`src/rtl/fwd_pkg.sv`:
```
package fwd_pkg;

    // Select codes seen at the ports; order is fixed by the port contract.
    typedef enum logic [1:0] {
        SRC_RF   = 2'd0,
        SRC_OUT0 = 2'd1,
        SRC_OUT1 = 2'd2,
        SRC_ALU  = 2'd3
    } fwd_sel_e;

    // Producer slots scanned youngest first.
    localparam int NUM_PROD  = 3;
    localparam int SLOT_LIVE = 0;
    localparam int SLOT_OUT0 = 1;
    localparam int SLOT_OUT1 = 2;

    function automatic fwd_sel_e slot_to_sel(input int slot);
        case (slot)
            SLOT_LIVE: return SRC_ALU;
            SLOT_OUT0: return SRC_OUT0;
            SLOT_OUT1: return SRC_OUT1;
            default:   return SRC_RF;
        endcase
    endfunction

endpackage

```
`src/rtl/fwd_hit.sv`:
```
module fwd_hit #(
    parameter int REG_AW = 5
) (
    input  logic [REG_AW-1:0] src,
    input  logic [REG_AW-1:0] dst,
    input  logic              wen,
    input  logic              rdy,
    output logic              hit,
    output logic              blk
);
    logic match;

    always_comb begin
        match = wen && (dst != '0) && (dst == src);
        hit   = match && rdy;
        blk   = match && !rdy;
    end
endmodule

```
`src/rtl/fwd_lane.sv`:
```
module fwd_lane
    import fwd_pkg::*;
#(
    parameter int DATA_W   = 32,
    parameter int REG_AW   = 5,
    parameter bit USE_LIVE = 1'b0,
    parameter bit ENABLE   = 1'b1
) (
    input  logic [REG_AW-1:0] src,
    input  logic [DATA_W-1:0] rf_val,
    input  logic [REG_AW-1:0] live_dst,
    input  logic              live_wen,
    input  logic              live_load,
    input  logic [DATA_W-1:0] live_val,
    input  logic [REG_AW-1:0] o0_dst,
    input  logic              o0_wen,
    input  logic              o0_load,
    input  logic [DATA_W-1:0] o0_val,
    input  logic [REG_AW-1:0] o1_dst,
    input  logic              o1_wen,
    input  logic [DATA_W-1:0] o1_val,
    output fwd_sel_e          sel,
    output logic [DATA_W-1:0] val,
    output logic              hz
);
    logic [REG_AW-1:0] slot_dst [NUM_PROD];
    logic [NUM_PROD-1:0] slot_wen;
    logic [NUM_PROD-1:0] slot_rdy;
    logic [NUM_PROD-1:0] slot_hit;
    logic [NUM_PROD-1:0] slot_blk;

    // The live slot exists only on lanes that sit ahead of EX.
    assign slot_dst[SLOT_LIVE] = live_dst;
    assign slot_wen[SLOT_LIVE] = USE_LIVE && live_wen;
    assign slot_rdy[SLOT_LIVE] = !live_load;
    assign slot_dst[SLOT_OUT0] = o0_dst;
    assign slot_wen[SLOT_OUT0] = o0_wen;
    assign slot_rdy[SLOT_OUT0] = !o0_load;
    assign slot_dst[SLOT_OUT1] = o1_dst;
    assign slot_wen[SLOT_OUT1] = o1_wen;
    assign slot_rdy[SLOT_OUT1] = 1'b1;

    for (genvar k = 0; k < NUM_PROD; k++) begin : g_slot
        fwd_hit #(.REG_AW(REG_AW)) i_hit (
            .src (src),
            .dst (slot_dst[k]),
            .wen (slot_wen[k]),
            .rdy (slot_rdy[k]),
            .hit (slot_hit[k]),
            .blk (slot_blk[k])
        );
    end

    if (ENABLE) begin : g_fwd
        // Youngest slot decides; a blocked load shadows every older slot.
        always_comb begin
            logic done;
            sel  = SRC_RF;
            hz   = 1'b0;
            done = 1'b0;
            for (int k = 0; k < NUM_PROD; k++) begin
                if (!done) begin
                    if (slot_hit[k]) begin
                        sel  = slot_to_sel(k);
                        done = 1'b1;
                    end else if (slot_blk[k]) begin
                        hz   = 1'b1;
                        done = 1'b1;
                    end
                end
            end
        end
    end else begin : g_nofwd
        assign sel = SRC_RF;
        assign hz  = 1'b0;
    end

    always_comb begin
        case (sel)
            SRC_OUT0: val = o0_val;
            SRC_OUT1: val = o1_val;
            SRC_ALU:  val = live_val;
            default:  val = rf_val;
        endcase
    end
endmodule

```
`src/rtl/fwd_unit.sv`:
```
module fwd_unit
    import fwd_pkg::*;
#(
    parameter int DATA_W    = 32,
    parameter int REG_AW    = 5,
    parameter bit EN_ALU_FW = 1'b1,
    parameter bit EN_ST_FW  = 1'b1,
    parameter bit EN_BR_FW  = 1'b1
) (
    input  logic              clk,
    input  logic              rst_n,
    input  logic [REG_AW-1:0] ex_a_src,
    input  logic [DATA_W-1:0] ex_a_rf,
    input  logic [REG_AW-1:0] ex_b_src,
    input  logic [DATA_W-1:0] ex_b_rf,
    input  logic [REG_AW-1:0] st_src,
    input  logic [DATA_W-1:0] st_rf,
    input  logic [REG_AW-1:0] br_src,
    input  logic [DATA_W-1:0] br_rf,
    input  logic [REG_AW-1:0] ex_dst,
    input  logic              ex_wen,
    input  logic              ex_load,
    input  logic [DATA_W-1:0] ex_alu_res,
    input  logic [REG_AW-1:0] out0_dst,
    input  logic              out0_wen,
    input  logic              out0_load,
    input  logic [DATA_W-1:0] out0_data,
    input  logic [REG_AW-1:0] out1_dst,
    input  logic              out1_wen,
    input  logic [DATA_W-1:0] out1_data,
    output logic [1:0]        ex_a_sel,
    output logic [DATA_W-1:0] ex_a_val,
    output logic [1:0]        ex_b_sel,
    output logic [DATA_W-1:0] ex_b_val,
    output logic [1:0]        st_sel,
    output logic [DATA_W-1:0] st_val,
    output logic [1:0]        br_sel,
    output logic [DATA_W-1:0] br_val,
    output logic              br_zero,
    output logic              ex_load_hz,
    output logic              id_load_hz
);
    localparam int NUM_EX = 3;   // operand A, operand B, store data

    logic [REG_AW-1:0] ex_src [NUM_EX];
    logic [DATA_W-1:0] ex_rf  [NUM_EX];
    fwd_sel_e          ex_sel [NUM_EX];
    logic [DATA_W-1:0] ex_val [NUM_EX];
    logic [NUM_EX-1:0] ex_hz;
    fwd_sel_e          br_sel_e;
    logic              br_hz;

    assign ex_src[0] = ex_a_src;  assign ex_rf[0] = ex_a_rf;
    assign ex_src[1] = ex_b_src;  assign ex_rf[1] = ex_b_rf;
    assign ex_src[2] = st_src;    assign ex_rf[2] = st_rf;

    for (genvar i = 0; i < NUM_EX; i++) begin : g_ex
        localparam bit LANE_EN = (i == NUM_EX - 1) ? EN_ST_FW : EN_ALU_FW;
        fwd_lane #(
            .DATA_W(DATA_W), .REG_AW(REG_AW), .USE_LIVE(1'b0), .ENABLE(LANE_EN)
        ) i_lane (
            .src      (ex_src[i]),
            .rf_val   (ex_rf[i]),
            .live_dst (ex_dst),
            .live_wen (ex_wen),
            .live_load(ex_load),
            .live_val (ex_alu_res),
            .o0_dst   (out0_dst),
            .o0_wen   (out0_wen),
            .o0_load  (out0_load),
            .o0_val   (out0_data),
            .o1_dst   (out1_dst),
            .o1_wen   (out1_wen),
            .o1_val   (out1_data),
            .sel      (ex_sel[i]),
            .val      (ex_val[i]),
            .hz       (ex_hz[i])
        );
    end

    fwd_lane #(
        .DATA_W(DATA_W), .REG_AW(REG_AW), .USE_LIVE(1'b1), .ENABLE(EN_BR_FW)
    ) i_br_lane (
        .src      (br_src),
        .rf_val   (br_rf),
        .live_dst (ex_dst),
        .live_wen (ex_wen),
        .live_load(ex_load),
        .live_val (ex_alu_res),
        .o0_dst   (out0_dst),
        .o0_wen   (out0_wen),
        .o0_load  (out0_load),
        .o0_val   (out0_data),
        .o1_dst   (out1_dst),
        .o1_wen   (out1_wen),
        .o1_val   (out1_data),
        .sel      (br_sel_e),
        .val      (br_val),
        .hz       (br_hz)
    );

    assign ex_a_sel   = ex_sel[0];
    assign ex_a_val   = ex_val[0];
    assign ex_b_sel   = ex_sel[1];
    assign ex_b_val   = ex_val[1];
    assign st_sel     = ex_sel[2];
    assign st_val     = ex_val[2];
    assign br_sel     = br_sel_e;
    assign br_zero    = (br_val == '0);
    assign ex_load_hz = |ex_hz;
    assign id_load_hz = br_hz;


    zero_src_chk: assert property (@(posedge clk) disable iff (!rst_n)
        (ex_a_src == '0) |-> (ex_a_sel == SRC_RF));


    younger_wins_chk: assert property (@(posedge clk) disable iff (!rst_n)
        (st_src != '0 && out0_wen && out1_wen && !out0_load &&
         out0_dst == st_src && out1_dst == st_src) |-> (st_sel == SRC_OUT0));


    ex_no_live_chk: assert property (@(posedge clk) disable iff (!rst_n)
        (ex_a_sel != SRC_ALU) && (ex_b_sel != SRC_ALU) && (st_sel != SRC_ALU));


    br_live_val_chk: assert property (@(posedge clk) disable iff (!rst_n)
        (br_sel == SRC_ALU) |-> (br_val == ex_alu_res));


    out0_load_chk: assert property (@(posedge clk) disable iff (!rst_n)
        (out0_load && out0_wen && ex_b_src != '0 && out0_dst == ex_b_src)
        |-> (ex_load_hz && ex_b_sel == SRC_RF));


    br_load_chk: assert property (@(posedge clk) disable iff (!rst_n)
        (ex_load && ex_wen && br_src != '0 && ex_dst == br_src)
        |-> (id_load_hz && br_sel == SRC_RF));


    br_zero_chk: assert property (@(posedge clk) disable iff (!rst_n)
        br_zero |-> (br_val == '0));
endmodule

```
`config.mk`:
```
export PLATFORM = sky130hd
export DESIGN_NAME = fwd_unit
export DESIGN_NICKNAME = d
export VERILOG_FILES = /design/src/rtl/fwd_pkg.sv /design/src/rtl/fwd_hit.sv /design/src/rtl/fwd_lane.sv /design/src/rtl/fwd_unit.sv
export SDC_FILE = /design/constraint.sdc
export NUM_CORES = 1
export LEC_CHECK = 0
export BUFFER_PORTS_ARGS = -buffer_cell sky130_fd_sc_hd__buf_2
export CELL_PAD_IN_SITES_DETAIL_PLACEMENT = 0
export CELL_PAD_IN_SITES_GLOBAL_PLACEMENT = 1
export CORE_AREA = 2 2 156 158
export DETAILED_ROUTE_END_ITERATION = 16
export DIE_AREA = 0 0 158 160
export PLACE_DENSITY_LB_ADDON = 0.1
export SYNTH_ARGS = -nofsm -noshare
export SYNTH_HDL_FRONTEND = slang
export SYNTH_SLANG_ARGS = --single-unit
```
`constraint.sdc`:
```
create_clock -name vclk -period 4.7
set_clock_uncertainty 0.1 [all_clocks]
set_input_delay 0.705 -clock vclk [all_inputs]
set_output_delay 0.705 -clock vclk [all_outputs]
set_load 0.02 [all_outputs]
```
==> run summary <==
Avg Cell Area, Syn: 5.81 um2
Seq/Total Area, Yosys: 0%
Max VDD drop: 0.0319 mV
Pin count of the biggest net entering global routing: 34
Area delta synth->final: 71.4%
DRT antenna net count: 0
# clk buffers: 0
Setup TNS: 0 ns
Routed WL: 28,900 um
DR iter-0 viols: 352
FP Rows: 57
First-pass GRT wire length: 40,600 um
Nets@finish: 1,274
CP startpoint kind: input pin
Num ports: 405
Post-Synthesis Cells: 623
Hold Crit Class: input pin to primary output
Via count: 6,367
Top cells by area, synth: nand2_1, a22oi_1, xnor2_1
Layout cells sized above 1: 46.1%
Worst endpoint data arrival time: 3.77 ns
CORE AREA: 23,800 um2
Die Area: 25,300 um2
Slew Viols, Final: 0
Adder-cell area share of the yosys netlist: 0%
Final Hold Viols: 0
Post-route cell area: 6210 um2
Met2 Use GR: 38.8%
Status: complete, no violations
Simple-Gate Fraction of Synth Area: 37.1%
DR WL/cell: 21.6 um
Antenna violations before repair: 10
Syn Nets: 889
GR Util met1: 27.1%
Slew HR: 24.1%
Max-cap violations: 0
Compound-gate portion of the synthesized area: 37.4%
Fill count: 2,864
Period Utilization, post-route: 97.4%
CP required: 3.89 ns
Post-synthesis cell area: 3620 um2
Pwr/cell area: 98.8 nW/um2
Crit-path max FO: 13
HPWL after DPL: 23,000 um
Vias per cell: 4.77
PortBufs: 403
Tmin final: 4.58 ns
Die X: 158 um
LEAKAGE: 3.32 nW
Initial Utilization: 15.2%
Grt peak-use layer: met2
Post-synthesis mux area share: 6.15%
Vias in the first global route: 6,402
M3 GR Usage: 2.52%
Die H: 160 um
RSZ-0062 raised after global routing: false
Largest family of logic cells by synthesized area: compound AO/OA/AOI/OAI gates
All-Layer GR Usage: 21.2%
Post CTS Setup Buffer Count: 0
Slew of the pin with the lowest slew margin: 1.14 ns
Gp weighted congestion: 0.799
Final setup fails: 0
Top cell type's share of synthesized area: 22.0%
Setup crit end kind: primary output
Synth cell count leaders: nand2_1, a22oi_1, clkbuf_1
Seq. cell area: 0 um2
Unique masters post-synth: 56
Most common cell in the netlist: nand2_1
Crit Path Category: input pin to primary output
GRT overflow: 0
DRC violations left: 0
Post-DP Area: 6180 um2
Pre-Repair DR Iteration Count: 5
Biggest area consumer among synthesized cells: nand2_1
F_max: 218 MHz
Sequential cell count: 0
Xor-xnor portion of the synthesized cell area: 10.6%
Yosys warns: 0
cell families after synthesis:
kind of cell	count (synthesis)
mux	22
simple gates	305
compound gates	177
buf+inv	75
xor+xnor	44
cell usage in the layout (no fill, tap or decap), drive strengths merged, types with 3 or more instances in the layout:
cell / Yosys / layout
nor3: 6 / 6
buf: 12 / 445
inv: 13 / 13
nand2: 212 / 212
nor4: 13 / 13
o21ai: 7 / 7
and3: 4 / 4
a32oi: 9 / 9
diode: 0 / 6
a31oi: 7 / 7
and2: 3 / 3
or4: 6 / 6
xor2: 21 / 21
nand4: 20 / 20
a21oi: 8 / 8
mux2i: 20 / 20
a221o: 8 / 8
xnor2: 23 / 23
a22oi: 97 / 97
o22a: 7 / 7
nor2: 20 / 20
nand3: 9 / 9
o31ai: 11 / 11
or3: 3 / 3
worst max-delay path, cell delays in order:
cell,delay [ns]
buf_2,0.11
or4_4,0.55
o211a_1,0.24
a2111o_1,0.49
and3_4,0.29
a221o_1,0.34
or3b_1,0.35
and4bb_1,0.33
and4_1,0.20
buf_2,0.17
what timing repair did:
action | 4_1_cts | 5_1_grt
hold buffers | 0 | 0
endpoints found under the setup margin | 0 | 1
gates resized for setup | 0 | 1
worst paths after layout:
path,startpoint,end,slack [ns],depth (start not counted)
max,out0_dst[1],br_zero,0.12,10
min,ex_a_rf[29],ex_a_val[29],1.62,4
layer usage:
layer  vias up  part of all wire [%]  routed length (um)
li1       3080                     -                   -
met3        28                   6.6                1910
met5         -                  0.19                  55
met1      2982                    42               12200
met4         8                   1.3                 378
met2       269                    50               14400
power breakdown:
group	internal [mW]	switching [mW]
Sequential	0	0
Clock	0.000000171	0
Combinational	0.239	0.375
per-stage QoR:
| step | instances | setup slack [ns] | hold slack [ns] | utilization [%] | total power, mW |
|---|---|---|---|---|---|
| 3_3_place_gp | 1330 | 0.0919 | 1.62 | 26.0 | 0.617 |
| 3_5_place_dp | 1330 | 0.0452 | 1.62 | 26.0 | 0.616 |
| 2_1_floorplan | 623 | 0.343 | 1.47 | - | 0.303 |
| 6_report | 1336 | 0.121 | 1.62 | 26.1 | 0.613 |
| 4_1_cts | 1330 | 0.0194 | 1.62 | 26.0 | 0.618 |
| 5_1_grt | 1335 | 0.0274 | 1.63 | 26.0 | 0.665 |
final cells by class:
| class | instances | area [um2] | share of cell area, % |
|---|---|---|---|
| Antenna cell | 6 | 15.0 | 0.242 |
| Inverter | 13 | 48.8 | 0.786 |
| Multi-Input combinational cell | 548 | 3380 | 54.5 |
| Tap cell | 324 | 405 | 6.53 |
| Timing Repair Buffer | 445 | 2360 | 38.0 |
Note: power is estimated with default switching activity, not from simulation.
